[config.mk]
export PLATFORM = sky130hd
export DESIGN_NAME = attr_port_regs
export DESIGN_NICKNAME = d
export VERILOG_FILES = /design/src/rtl/attr_port_pkg.sv /design/src/rtl/attr_phase.sv /design/src/rtl/attr_regfile.sv /design/src/rtl/attr_rdmux.sv /design/src/rtl/attr_port_regs.sv
export SDC_FILE = /design/constraint.sdc
export NUM_CORES = 1
export LEC_CHECK = 0
export ABC_CLOCK_PERIOD_IN_PS = 2900
export BUFFER_PORTS_ARGS = -buffer_cell sky130_fd_sc_hd__buf_2
export CORE_MARGIN = 1
export CORE_UTILIZATION = 50
export CTS_BUF_LIST = sky130_fd_sc_hd__clkbuf_2
export CTS_CLUSTER_SIZE = 25
export DETAILED_ROUTE_END_ITERATION = 8
export HOLD_SLACK_MARGIN = 0.03
export PLACE_DENSITY = 0.74
export SLEW_MARGIN = 10
export SYNTH_ARGS = -nofsm -noshare
export SYNTH_HDL_FRONTEND = slang
export SYNTH_SLANG_ARGS = --single-unit
[constraint.sdc]
create_clock -name clk_i -period 2.9 [get_ports clk_i]
set_input_delay 0.58 -clock clk_i [delete_from_list [all_inputs] [get_ports clk_i]]
set_output_delay 0.58 -clock clk_i [all_outputs]
set_load 0.02 [all_outputs]
[src/rtl/attr_port_pkg.sv]
package attr_port_pkg;
  localparam int unsigned IDX_W   = 5;
  localparam int unsigned NUM_PAL = 16;
  localparam int unsigned DW      = 8;
  localparam int unsigned NIB_W   = 4;

  localparam logic [IDX_W-1:0] IX_MODE  = 5'h10;
  localparam logic [IDX_W-1:0] IX_OVSC  = 5'h11;
  localparam logic [IDX_W-1:0] IX_PLANE = 5'h12;
  localparam logic [IDX_W-1:0] IX_PAN   = 5'h13;
  localparam logic [IDX_W-1:0] IX_PAGE  = 5'h14;

  typedef struct packed {
    logic [DW-1:0]    mode;
    logic [DW-1:0]    ovsc;
    logic [NIB_W-1:0] plane;
    logic [NIB_W-1:0] pan;
    logic [NIB_W-1:0] page;
  } ctrl_regs_t;
endpackage

[src/rtl/attr_phase.sv]
module attr_phase
  import attr_port_pkg::*;
(
  input  logic             clk_i,
  input  logic             rst_ni,
  input  logic             wr_en_i,
  input  logic [DW-1:0]    wr_data_i,
  input  logic             status_rd_i,
  output logic             data_phase_o,
  output logic             reg_we_o,
  output logic [IDX_W-1:0] idx_o,
  output logic             video_en_o
);
  logic             phase_q;
  logic [IDX_W-1:0] idx_q;
  logic             ven_q;

  always_ff @(posedge clk_i or negedge rst_ni) begin
    if (!rst_ni) begin
      phase_q <= 1'b0;
      idx_q   <= '0;
      ven_q   <= 1'b0;
    end else begin
      if (wr_en_i && !phase_q) begin
        idx_q <= wr_data_i[IDX_W-1:0];
        ven_q <= wr_data_i[5];
      end
      // status read wins over the toggle
      if (status_rd_i)  phase_q <= 1'b0;
      else if (wr_en_i) phase_q <= ~phase_q;
    end
  end

  assign data_phase_o = phase_q;
  assign reg_we_o     = wr_en_i && phase_q;
  assign idx_o        = idx_q;
  assign video_en_o   = ven_q;
endmodule

[src/rtl/attr_regfile.sv]
module attr_regfile
  import attr_port_pkg::*;
#(
  parameter int unsigned PAL_W = 6
) (
  input  logic                     clk_i,
  input  logic                     rst_ni,
  input  logic                     we_i,
  input  logic [IDX_W-1:0]         idx_i,
  input  logic [DW-1:0]            wdata_i,
  output logic [NUM_PAL*PAL_W-1:0] pal_o,
  output ctrl_regs_t               ctrl_o
);
  for (genvar g = 0; g < NUM_PAL; g++) begin : g_pal
    logic [PAL_W-1:0] ent_q;
    always_ff @(posedge clk_i or negedge rst_ni) begin
      if (!rst_ni)                              ent_q <= '0;
      else if (we_i && idx_i == IDX_W'(g))      ent_q <= wdata_i[PAL_W-1:0];
    end
    assign pal_o[g*PAL_W +: PAL_W] = ent_q;
  end

  ctrl_regs_t ctrl_q;
  always_ff @(posedge clk_i or negedge rst_ni) begin
    if (!rst_ni) begin
      ctrl_q <= '0;
    end else if (we_i) begin
      unique case (idx_i)
        IX_MODE:  ctrl_q.mode  <= wdata_i;
        IX_OVSC:  ctrl_q.ovsc  <= wdata_i;
        IX_PLANE: ctrl_q.plane <= wdata_i[NIB_W-1:0];
        IX_PAN:   ctrl_q.pan   <= wdata_i[NIB_W-1:0];
        IX_PAGE:  ctrl_q.page  <= wdata_i[NIB_W-1:0];
        default:  ;
      endcase
    end
  end
  assign ctrl_o = ctrl_q;
endmodule

[src/rtl/attr_rdmux.sv]
module attr_rdmux
  import attr_port_pkg::*;
#(
  parameter int unsigned PAL_W = 6
) (
  input  logic                     clk_i,
  input  logic                     rst_ni,
  input  logic                     rd_idx_i,
  input  logic                     rd_dat_i,
  input  logic [IDX_W-1:0]         idx_i,
  input  logic                     video_en_i,
  input  logic [NUM_PAL*PAL_W-1:0] pal_i,
  input  ctrl_regs_t               ctrl_i,
  output logic [DW-1:0]            rd_data_o
);
  logic [DW-1:0] sel_val;
  logic [DW-1:0] idx_view;

  always_comb begin
    sel_val = '0;
    for (int i = 0; i < NUM_PAL; i++) begin
      if (idx_i == IDX_W'(i)) sel_val = DW'(pal_i[i*PAL_W +: PAL_W]);
    end
    unique case (idx_i)
      IX_MODE:  sel_val = ctrl_i.mode;
      IX_OVSC:  sel_val = ctrl_i.ovsc;
      IX_PLANE: sel_val = DW'(ctrl_i.plane);
      IX_PAN:   sel_val = DW'(ctrl_i.pan);
      IX_PAGE:  sel_val = DW'(ctrl_i.page);
      default:  ;
    endcase
  end

  assign idx_view = {2'b00, video_en_i, idx_i};

  always_ff @(posedge clk_i or negedge rst_ni) begin
    if (!rst_ni)       rd_data_o <= '0;
    else if (rd_idx_i) rd_data_o <= idx_view;
    else if (rd_dat_i) rd_data_o <= sel_val;
  end
endmodule

[src/rtl/attr_port_regs.sv]
module attr_port_regs
  import attr_port_pkg::*;
#(
  parameter int unsigned PAL_W = 6
) (
  input  logic                     clk_i,
  input  logic                     rst_ni,
  input  logic                     wr_en_i,
  input  logic [7:0]               wr_data_i,
  input  logic                     status_rd_i,
  input  logic                     rd_idx_i,
  input  logic                     rd_dat_i,
  output logic [7:0]               rd_data_o,
  output logic                     video_en_o,
  output logic [16*PAL_W-1:0]      pal_o,
  output logic [7:0]               mode_o,
  output logic [7:0]               overscan_o,
  output logic [3:0]               plane_en_o,
  output logic [3:0]               pan_o,
  output logic [3:0]               page_o
);
  logic             data_phase;
  logic             reg_we;
  logic [IDX_W-1:0] idx;
  ctrl_regs_t       ctrl;

  attr_phase i_phase (
    .clk_i        (clk_i),
    .rst_ni       (rst_ni),
    .wr_en_i      (wr_en_i),
    .wr_data_i    (wr_data_i),
    .status_rd_i  (status_rd_i),
    .data_phase_o (data_phase),
    .reg_we_o     (reg_we),
    .idx_o        (idx),
    .video_en_o   (video_en_o)
  );

  attr_regfile #(.PAL_W(PAL_W)) i_regfile (
    .clk_i   (clk_i),
    .rst_ni  (rst_ni),
    .we_i    (reg_we),
    .idx_i   (idx),
    .wdata_i (wr_data_i),
    .pal_o   (pal_o),
    .ctrl_o  (ctrl)
  );

  attr_rdmux #(.PAL_W(PAL_W)) i_rdmux (
    .clk_i      (clk_i),
    .rst_ni     (rst_ni),
    .rd_idx_i   (rd_idx_i),
    .rd_dat_i   (rd_dat_i),
    .idx_i      (idx),
    .video_en_i (video_en_o),
    .pal_i      (pal_o),
    .ctrl_i     (ctrl),
    .rd_data_o  (rd_data_o)
  );

  assign mode_o     = ctrl.mode;
  assign overscan_o = ctrl.ovsc;
  assign plane_en_o = ctrl.plane;
  assign pan_o      = ctrl.pan;
  assign page_o     = ctrl.page;
endmodule

==> metrics, run 1 <==
clock sink count 139; layout cell share with drive strength beyond 1 44.6%; worst hold path endpoint i_phase.data_phase_o$_DFFE_PN0P_; PnR worst setup slack 0.178 ns; CP max stage delay around 0.57 ns; CP max-delay cell a2111oi_0; final WL roughly 21 mm; Inserted Clock Buffers 17; Final setup viols 0; Min-Delay Path Class input pin to register; area of the multi-input gates between 3000 and 4000 µm²; commonest non-fill, non-tap cell in the layout buf_2; Final ANT Viol Nets 0; DR WL/cell 23.4 µm; fmax about 370 MHz; Final period util about 94%; Post-Route Utilization 60.8%; initial antenna violation count 1; Vert. Die Dim between 100 and 150 µm; top_reg_cell synth dfrtp_1; Period minus WS final approximately 2.7 ns; Worst Reg-to-Reg Cells 7; DRC viols 0; Post-CTS Setup Bufs 0; row cnt between 40 and 50; total of max-cap violations 0; Max Clock Skew ~0.019 ns; Clock Path Buffers 2; DRT iter0 DRCs approximately 470; CORE AREA approximately 13000 µm²; non-filler cells in the finished layout ~900; Worst Path Arrival ~3.4 ns; switching share of power just under 40%; gr ovfl total 0; Clock H-tree levels 4; worst vdd rail ir drop roughly 0.46 mV; Sum Neg Setup Slack 0 ns; DP Area just under 8000 µm²; Clock Pin Slew Worst Setup and Hold Paths 0.20 ns; Syn Nets 588; startpoint types register; RSZ-0062 raised after global routing false; crit path cell chain buf_4 > nand2b_1 > a2111oi_1 > a2111oi_1 > a2111oi_0 > o311ai_1 > o2bb2ai_1; CP most frequent cell a2111oi_1; Post-Syn Instances roughly 570; post-synthesis register bit count between 100 and 150; Vias per Instance between 6 and 7; die area between 10000 and 15000 µm²; status finished clean; wire length of the first global-routing pass around 33 mm; P_int around 3.6 mW; Clk Latency, worst-skew pair ~0.75 ns; vias roughly 5.6k; area delta synth->final 18.7%; Hold Startpoint wr_en_i; first-pass iteration count of the detailed router 5; Final nets about 740; Ports roughly 150; crit-path leading delay family compound AO/OA/AOI/OAI gates; CTS tree yes; Initial Utilization around half; GPL Wtd Cong between 0.9 and 1; CP Capture Type register; RR Endpoint i_rdmux.rd_data_o[5]$_DFFE_PN0P_; Slew HR a little over half; Async SR Flop Fraction 100%; EDFF count, synth 0; final hold slack 0.135 ns; post-synth cell types between 60 and 70; width of the chip 118 µm; Clock power frac 21.9%; Sw Pwr between 2 and 2.5 mW; hold path depth 3; mapped cell area 6760 µm²; dpl ws 0.127 ns; Max FO, Critical Path 11; commonest non-fill, non-tap cells in the layout 145 x buf_2, 137 x dfrtp_1, 122 x mux2_2; RR Startpoint i_phase.idx_o[4]$_DFFE_PN0P_; GRT Util Overall between 30% and 40%; Slew Limit Fails 0; Post-Syn Area per Cell ~12 µm²; Lkg Pwr just over 4 nW; PortBufs about 150; FILL cells 1102; sequential area share after synthesis 51.4%; vias in the first global route around 5.4k; largest net degree at the start of global routing 65; Register Area about 3500 µm²; Crit Path Category register to register; root buf cell clkbuf_2; pwr dens 732 nW/µm²; Finished Cell Area about 8000 µm²; Design Power slightly below 6 mW; Detailed Place HPWL 15.2 mm; Critical Path RT roughly 3.6 ns; Bufs and invs on worst path 1; worst-margin pin slew around 0.7 ns; combinational share of power approximately a third; Final Hold Vio Count 0; Seq pwr share a little under half; r2r setup slk about 0.18 ns; dpl cells just under 900; Synth warnings 0
power groups by stage:
stage | sequential [mW] | combinational (mW) | clock [mW]
2_1_floorplan | 3.04 | 0.756 | 0
3_3_place_gp | 2.71 | 1.85 | 0
3_5_place_dp | 2.73 | 1.87 | 0
4_1_cts | 2.69 | 1.88 | 1.29
5_1_grt | 2.75 | 1.99 | 1.38
6_report | 2.70 | 1.88 | 1.28
timing repair:
action,in CTS,in global routing
resized for setup,0,3
hold buffers,4,0
hold endpoints to repair,44,0
endpoints found under the setup margin,0,1
cell type report:
cell class / count / area share, %
Antenna cell: 1 / 0.0312
Multi-Input combinational cell: 389 / 38.5
Clock buffer: 18 / 1.12
Sequential cell: 139 / 43.4
Timing Repair Buffer: 169 / 11.8
Clock inverter: 14 / 2.20
Tap cell: 176 / 2.74
Inverter: 6 / 0.281
synthesized netlist by cell type (3+ instances only):
master | number | share of area (%)
or3_1 | 5 | 0.46
buf_1 | 5 | 0.28
nor2_1 | 40 | 2.2
a21oi_1 | 23 | 1.7
nand2b_1 | 8 | 0.74
nand2_1 | 21 | 1.2
mux2i_1 | 15 | 2.2
buf_2 | 10 | 0.74
clkbuf_1 | 23 | 1.3
a211oi_1 | 9 | 1.0
nor2b_1 | 8 | 0.74
o31ai_1 | 5 | 0.56
inv_1 | 5 | 0.28
mux2_1 | 6 | 1.0
or2_1 | 4 | 0.37
o21ai_0 | 17 | 1.3
mux2_2 | 122 | 20
o22ai_1 | 5 | 0.46
nor3b_1 | 4 | 0.44
a221oi_1 | 5 | 0.65
o221ai_1 | 4 | 0.52
dfrtp_1 | 139 | 51
nor3_1 | 17 | 1.3
nand3_1 | 6 | 0.44
a22oi_1 | 3 | 0.33
or3b_1 | 5 | 0.65
nor3_2 | 4 | 0.59
logic make-up after synthesis:
group / synth area share (%)
compound gates: 11.2
mux: 23.5
xor+xnor: 0.130
flops: 51.4
simple gates: 10.8
buf+inv: 2.91
routing by layer:
layer | global-route usage, % | part of all wire [%] | vias up
met5 | 0 | 0 | -
met4 | 7.45 | 1.5 | 0
met3 | 6.03 | 6.2 | 34
met2 | 47.5 | 46 | 259
met1 | 46.6 | 46 | 2910
li1 | - | - | 2423
worst max-delay path by stage:
| stage | startpoint | endpoint | depth (start not counted) |
|---|---|---|---|
| final | i_phase.idx_o[4]$_DFFE_PN0P_ | i_rdmux.rd_data_o[5]$_DFFE_PN0P_ | 7 |
| after global routing | i_phase.idx_o[4]$_DFFE_PN0P_ | i_rdmux.rd_data_o[5]$_DFFE_PN0P_ | 7 |
| after CTS | i_phase.idx_o[1]$_DFFE_PN0P_ | i_rdmux.rd_data_o[5]$_DFFE_PN0P_ | 6 |
| after detailed placement | i_phase.idx_o[1]$_DFFE_PN0P_ | i_rdmux.rd_data_o[5]$_DFFE_PN0P_ | 6 |
| after global placement | i_phase.idx_o[1]$_DFFE_PN0P_ | i_rdmux.rd_data_o[5]$_DFFE_PN0P_ | 6 |
| after floorplan | i_phase.idx_o[3]$_DFFE_PN0P_ | i_rdmux.rd_data_o[5]$_DFFE_PN0P_ | 7 |
worst register-to-register path, cell delays in order, from the launching register on:
cell	delay, ns
dfrtp_1	0.53
buf_4	0.22
nand2b_1	0.23
a2111oi_1	0.53
a2111oi_1	0.12
a2111oi_0	0.57
o311ai_1	0.26
o2bb2ai_1	0.17
registers in the layout, indices dropped and copies added (netlist names):
register and flops:
i_rdmux.rd_data_o 8, i_phase.video_en_o 1, i_phase.data_phase_o 1, i_regfile.g_pal.ent_q 96
i_phase.idx_o 5, i_regfile.ctrl_o 28
(Power assumes the default switching activity.)
==> run 2: changes to the inputs <==
Settings changed: ABC_CLOCK_PERIOD_IN_PS 2900 to 2600.
Clock period 2.9 ns to 2.6 ns, I/O delays scaled along.
==> run 2 against run 1 <==
Compared with the run above: total power up 15%; register-to-register slack worse by 0.06 ns; final area up 1.9%; non-clock buffer count up 12; combinational power up 14%.
==> metrics, run 2 (synthesis gave the netlist of run 1 again) <==
Critical Path Start i_phase.idx_o[4]$_DFFE_PN0P_; Final ANT Viol Nets 0 (unchanged); Slew HR 45.7% (-8.1 points); Bufs and invs on worst path 2 (+1); Lkg Pwr 4.14 nW (+2.2%); Post-CTS Setup Bufs 0 (unchanged); Final nets 748 (+1.6%); crit-path leading delay family compound AO/OA/AOI/OAI gates; status finished clean; worst vdd rail ir drop 0.474 mV (+2.6%); fmax 402 MHz (+9.5%); vias in the first global route 5606 (+3.8%); crit path cell chain buf_4 > nand3b_1 > nor2_1 > buf_4 > a22o_1 > a2111oi_0 > o311ai_1 > o2bb2ai_1; Worst Path Arrival 3.18 ns (-0.20 ns); Slew Limit Fails 0 (unchanged); layout cell share with drive strength beyond 1 45.8% (+1.2 points); final hold slack 0.152 ns (+0.0170 ns); initial antenna violation count 1 (unchanged); CORE AREA 13200 µm² (unchanged); gr ovfl total 0 (unchanged); DRC viols 0 (unchanged); largest net degree at the start of global routing 140 (+120%); CTS tree yes; Final setup viols 0 (unchanged); Clk Latency, worst-skew pair 0.77 ns (+0.02 ns); total of max-cap violations 0 (unchanged); Vias per Instance 6.15 (-0.23%); Final Hold Vio Count 0 (unchanged); Clock Pin Slew Worst Setup and Hold Paths 0.24 ns (+0.04 ns); clock sink count 139 (unchanged); root buf cell clkbuf_2; Ports 147 (unchanged); FILL cells 1114 (+1.1%); CP most frequent cell buf_4; commonest non-fill, non-tap cells in the layout 145 x buf_2, 138 x dfrtp_1, 122 x mux2_2; Final period util 95.6% (+1.7 points); PortBufs 146 (unchanged); DR WL/cell 23.5 µm (+0.27%); Hold Startpoint rd_idx_i; startpoint types register; RSZ-0062 raised after global routing false; wire length of the first global-routing pass 33.5 mm (+2.9%); DRT iter0 DRCs 525 (+11%); pwr dens 825 nW/µm² (+13%); final WL 21.7 mm (+1.6%); max reg flops 96 (unchanged); Vert. Die Dim 118 µm (unchanged); row cnt 42 (unchanged); CP max-delay cell dfrtp_1; CP Capture Type register; CP max stage delay 0.52 ns (-0.05 ns); commonest non-fill, non-tap cell in the layout buf_2; Sum Neg Setup Slack 0 ns (unchanged); Register Area 3480 µm² (about the same); Detailed Place HPWL 15.5 mm (+1.6%); GPL Wtd Cong 0.975 (+1.1%); first-pass iteration count of the detailed router 7 (+2); Max FO, Critical Path 16 (+5); area of the multi-input gates 3090 µm² (about the same); die area 14000 µm² (unchanged); Period minus WS final 2.49 ns (-0.237 ns); Crit Path Category register to register; worst-margin pin slew 0.814 ns (+0.126 ns); Top reg by flops i_regfile.g_pal.ent_q; Critical Path RT 3.29 ns (-0.27 ns); Max Clock Skew 0.0402 ns (+0.0210 ns); Clock Path Buffers 2 (unchanged); width of the chip 118 µm (unchanged); GRT Util Overall 32.4% (+0.97 points); Min-Delay Path Class input pin to register; area delta synth->final 20.9%; Clock H-tree levels 4 (unchanged); vias 5687 (+1.1%); Inserted Clock Buffers 17 (unchanged); RR Startpoint i_phase.idx_o[4]$_DFFE_PN0P_; Initial Utilization 51.3% (unchanged)
## run 2: layout make-up
cell class | count | area share, %
antenna | 1 | 0.0306
clock buffer | 19 | 1.16
clock inverter | 13 | 2.65
inverter | 6 | 0.275
multi-input combinational | 389 | 37.8
sequential | 139 | 42.6
tap | 176 | 2.69
timing repair buffer | 181 | 12.8
## run 2: metrics by stage
stage | setup WS (ns) | area [µm²] | util (%) | std cells | power [mW]
after floorplan | 0.557 | 6760 | - | 574 | 4.24
after global placement | 0.164 | 7810 | 59.2 | 886 | 5.13
after detailed placement | 0.166 | 7810 | 59.2 | 886 | 5.16
after CTS | 0.160 | 8170 | 61.9 | 923 | 6.75
after global routing | 0.00204 | 8180 | 62.0 | 924 | 7.03
final | 0.114 | 8180 | 62.0 | 924 | 6.74
## run 2: repair_timing
item	in CTS	in global routing
setup endpoints to repair	0	8
resized for setup	0	2
hold buffers	5	0
hold endpoints to repair	144	0
## run 2: final timing paths
| kind | to | slack [ns] | cells after the start |
|---|---|---|---|
| setup / recovery | i_rdmux.rd_data_o[5]$_DFFE_PN0P_ | 0.11 | 8 |
| hold / removal | i_rdmux.rd_data_o[7]$_DFFE_PN0P_ | 0.15 | 2 |
| setup reg to reg | i_rdmux.rd_data_o[5]$_DFFE_PN0P_ | 0.11 | 8 |
| hold reg to reg | i_regfile.g_pal[2].ent_q[4]$_DFFE_PN0P_ | 0.55 | 1 |
| max in group asynchronous | i_phase.idx_o[1]$_DFFE_PN0P_ | 1.55 | 3 |
| min in group asynchronous | i_regfile.g_pal[14].ent_q[4]$_DFFE_PN0P_ | 0.35 | 3 |
## run 2: power breakdown
part / switching [mW] / internal (mW)
clock network: 0.832 / 0.750
registers: 0.434 / 2.58
logic: 1.30 / 0.847
total: 2.57 / 4.17
## run 2: worst reg2reg max path, cell delays in order, from the launching register on
cell and delay (ns):
dfrtp_1 0.52, buf_4 0.27, nand3b_1 0.33, nor2_1 0.13, buf_4 0.15, a22o_1 0.21
a2111oi_0 0.47, o311ai_1 0.19, o2bb2ai_1 0.15
## run 2: per-layer routing
layer	GRT usage (%)	vias to the layer above	wire length, µm
li1	-	2455	-
met1	45.0	2877	9490
met2	48.2	306	9890
met3	7.96	49	1650
met4	14.3	0	673
met5	0	-	0
==> run 3: changes to the inputs <==
Settings changed: CORE_ASPECT_RATIO set to 0.75.
==> run 3 against run 2 <==
Compared with the run above: setup slack worse by 0.040 ns; utilization is 0.16 points lower; clock power shrank 24%; global-route usage grew 2.4 points; via count grew 1.6%; routed wire length grew 7.5%; final area down 0.89%; critical endpoint is now i_rdmux.rd_data_o[2]$_DFFE_PN0P_; largest cell class unchanged; largest power group unchanged.
==> metrics, run 3 (synthesis gave the netlist of run 1 again) <==
switching share of power 41.3% (+3.2 points); r2r setup slk 0.07 ns (-0.04 ns); RSZ-0062 raised after global routing false; GR peak layer met1; pwr dens 792 nW/µm² (-3.9%); area delta synth->final 19.8%; final WL 23.3 mm (+7.5%); Ant. Diodes 0 (-1); worst vdd rail ir drop 0.550 mV (+16%); DR WL/cell 25.3 µm (+7.6%); GRT Util Overall 34.8% (+2.4 points); Max Clock Skew 0.0319 ns (-0.00827 ns); non-filler cells in the finished layout 923 (-0.11%); Critical Path RT 3.23 ns (-0.06 ns); Final setup viols 0 (unchanged); CTS tree yes; Top reg by flops i_regfile.g_pal.ent_q; commonest non-fill, non-tap cell in the layout buf_2; Sum Neg Setup Slack 0 ns (unchanged); Final period util 97.1% (+1.5 points); met1 usage 51.3% (+6.3 points); Hold Startpoint rd_idx_i; die area 14000 µm² (about the same); Seq pwr share 47.1% (+2.5 points); Clk Latency, worst-skew pair 0.75 ns (-0.02 ns); status finished clean; Critical path destination i_rdmux.rd_data_o[2]$_DFFE_PN0P_; layout cell share with drive strength beyond 1 46.4% (+0.63 points); root buf cell clkbuf_2; Vias per Instance 6.26 (+1.7%); RR Endpoint i_rdmux.rd_data_o[2]$_DFFE_PN0P_; initial antenna violation count 0 (-1); Final ANT Viol Nets 0 (unchanged); Clock Path Buffers 2 (unchanged); Max FO, Critical Path 11 (-5); first-pass iteration count of the detailed router 5 (-2); met3 global-route usage 12.2% (+4.3 points); CP Capture Type register; max reg flops 96 (unchanged); GPL Wtd Cong 0.993 (+1.8%); Lkg Pwr 4.10 nW (-0.90%); Min-Delay Path Class input pin to register; Worst Reg-to-Reg Cells 7 (-1); combinational share of power 34.1% (+2.2 points); final hold slack 0.158 ns (+0.00607 ns); largest net degree at the start of global routing 58 (-59%); Inserted Clock Buffers 17 (unchanged); P_int 3.77 mW (-9.7%); vias 5779 (+1.6%); vias in the first global route 5518 (-1.6%); fmax 396 MHz (-1.6%); Final nets 754 (+0.80%); RR Startpoint i_phase.idx_o[4]$_DFFE_PN0P_; met2 Use GR 47.8% (-0.40 points); Critical Path Start i_phase.idx_o[4]$_DFFE_PN0P_; worst-margin pin slew 0.662 ns (-0.152 ns); Detailed Place HPWL 16.6 mm (+7.1%); Clock power frac 18.7% (-4.8 points); row cnt 36 (-14%); total of max-cap violations 0 (unchanged); DRC viols 0 (unchanged); Crit Path Category register to register; Ports 147 (unchanged); Initial Utilization 51.6% (+0.32 points); PortBufs 146 (unchanged); startpoint types register; Slew Limit Fails 0 (unchanged); Sw Pwr 2.65 mW (+3.3%); Clock H-tree levels 4 (unchanged); DRT iter0 DRCs 549 (+4.6%); commonest non-fill, non-tap cells in the layout 145 x buf_2, 136 x dfrtp_1, 122 x mux2_2; dpl cells 887 (+0.11%); Worst Path Arrival 3.16 ns (-0.02 ns); Final Hold Vio Count 0 (unchanged); width of the chip 136 µm (+15%); Clock Pin Slew Worst Setup and Hold Paths 0.22 ns (-0.02 ns); gr ovfl total 0 (unchanged); Vert. Die Dim 103 µm (-13%); clock sink count 139 (unchanged); wire length of the first global-routing pass 34.7 mm (+3.5%); CORE AREA 13100 µm² (-0.63%); Slew HR 55.7% (+10 points); Period minus WS final 2.53 ns (+0.0397 ns)
## run 3: cell type report
type / instances / area, µm²
inverters: 6 / 22.5
well taps: 171 / 214
clock inverters: 14 / 123
clock buffers: 17 / 85.1
multi-input cells: 389 / 3090
flip-flops and latches: 139 / 3480
repair buffers: 187 / 1080
fillers: 1101 / 5000
## run 3: routing by layer
layer | routed length [µm] | part of all wire [%] | vias to the layer above
met5 | 0 | 0 | -
met4 | 306 | 1.3 | 0
met3 | 2190 | 9.4 | 25
li1 | - | - | 2475
met1 | 10900 | 47 | 2978
met2 | 9900 | 42 | 301
## run 3: worst min-delay path by stage
stage | endpoint | slack, ns | cells past startpoint
floorplan | i_phase.data_phase_o$_DFFE_PN0P_ | 0.22 | 0
global placement | i_phase.idx_o[2]$_DFFE_PN0P_ | 0.49 | 1
detailed placement | i_regfile.g_pal[3].ent_q[0]$_DFFE_PN0P_ | 0.50 | 1
CTS | i_rdmux.rd_data_o[6]$_DFFE_PN0P_ | 0.10 | 2
global route | i_rdmux.rd_data_o[6]$_DFFE_PN0P_ | 0.08 | 2
finish | i_rdmux.rd_data_o[6]$_DFFE_PN0P_ | 0.16 | 2
## run 3: critical path, stage by stage (launching register included)
cell	delay [ns]
dfrtp_2	0.53
buf_4	0.22
or4b_1	0.57
a21o_1	0.17
o21ai_0	0.14
o211ai_1	0.17
a222oi_1	0.51
o21ai_1	0.12
## run 3: metrics by stage
| step | utilization [%] | worst slack, ns | total power [mW] | cell area, µm² |
|---|---|---|---|---|
| after floorplan | - | 0.557 | 4.24 | 6760 |
| after global placement | 59.8 | 0.0175 | 5.17 | 7830 |
| after detailed placement | 59.8 | 0.0630 | 5.21 | 7830 |
| after CTS | 61.7 | 0.0279 | 6.41 | 8090 |
| after global routing | 61.8 | 0.0140 | 6.74 | 8100 |
| final | 61.8 | 0.0747 | 6.42 | 8100 |
## run 3: what timing repair did
| action | CTS | global route |
|---|---|---|
| buffers inserted | 0 | 0 |
| endpoints found under the hold margin | 53 | 0 |
| hold buffers | 5 | 0 |
| setup endpoints to repair | 0 | 3 |
| gates resized for setup | 0 | 5 |
## run 3: power groups by stage
stage          logic (mW)  clock network, mW  registers (mW)
2_1_floorplan       0.843                  0            3.39
3_3_place_gp         2.14                  0            3.03
3_5_place_dp         2.16                  0            3.05
4_1_cts              2.17               1.23            3.01
5_1_grt              2.34               1.34            3.07
6_report             2.19               1.20            3.03
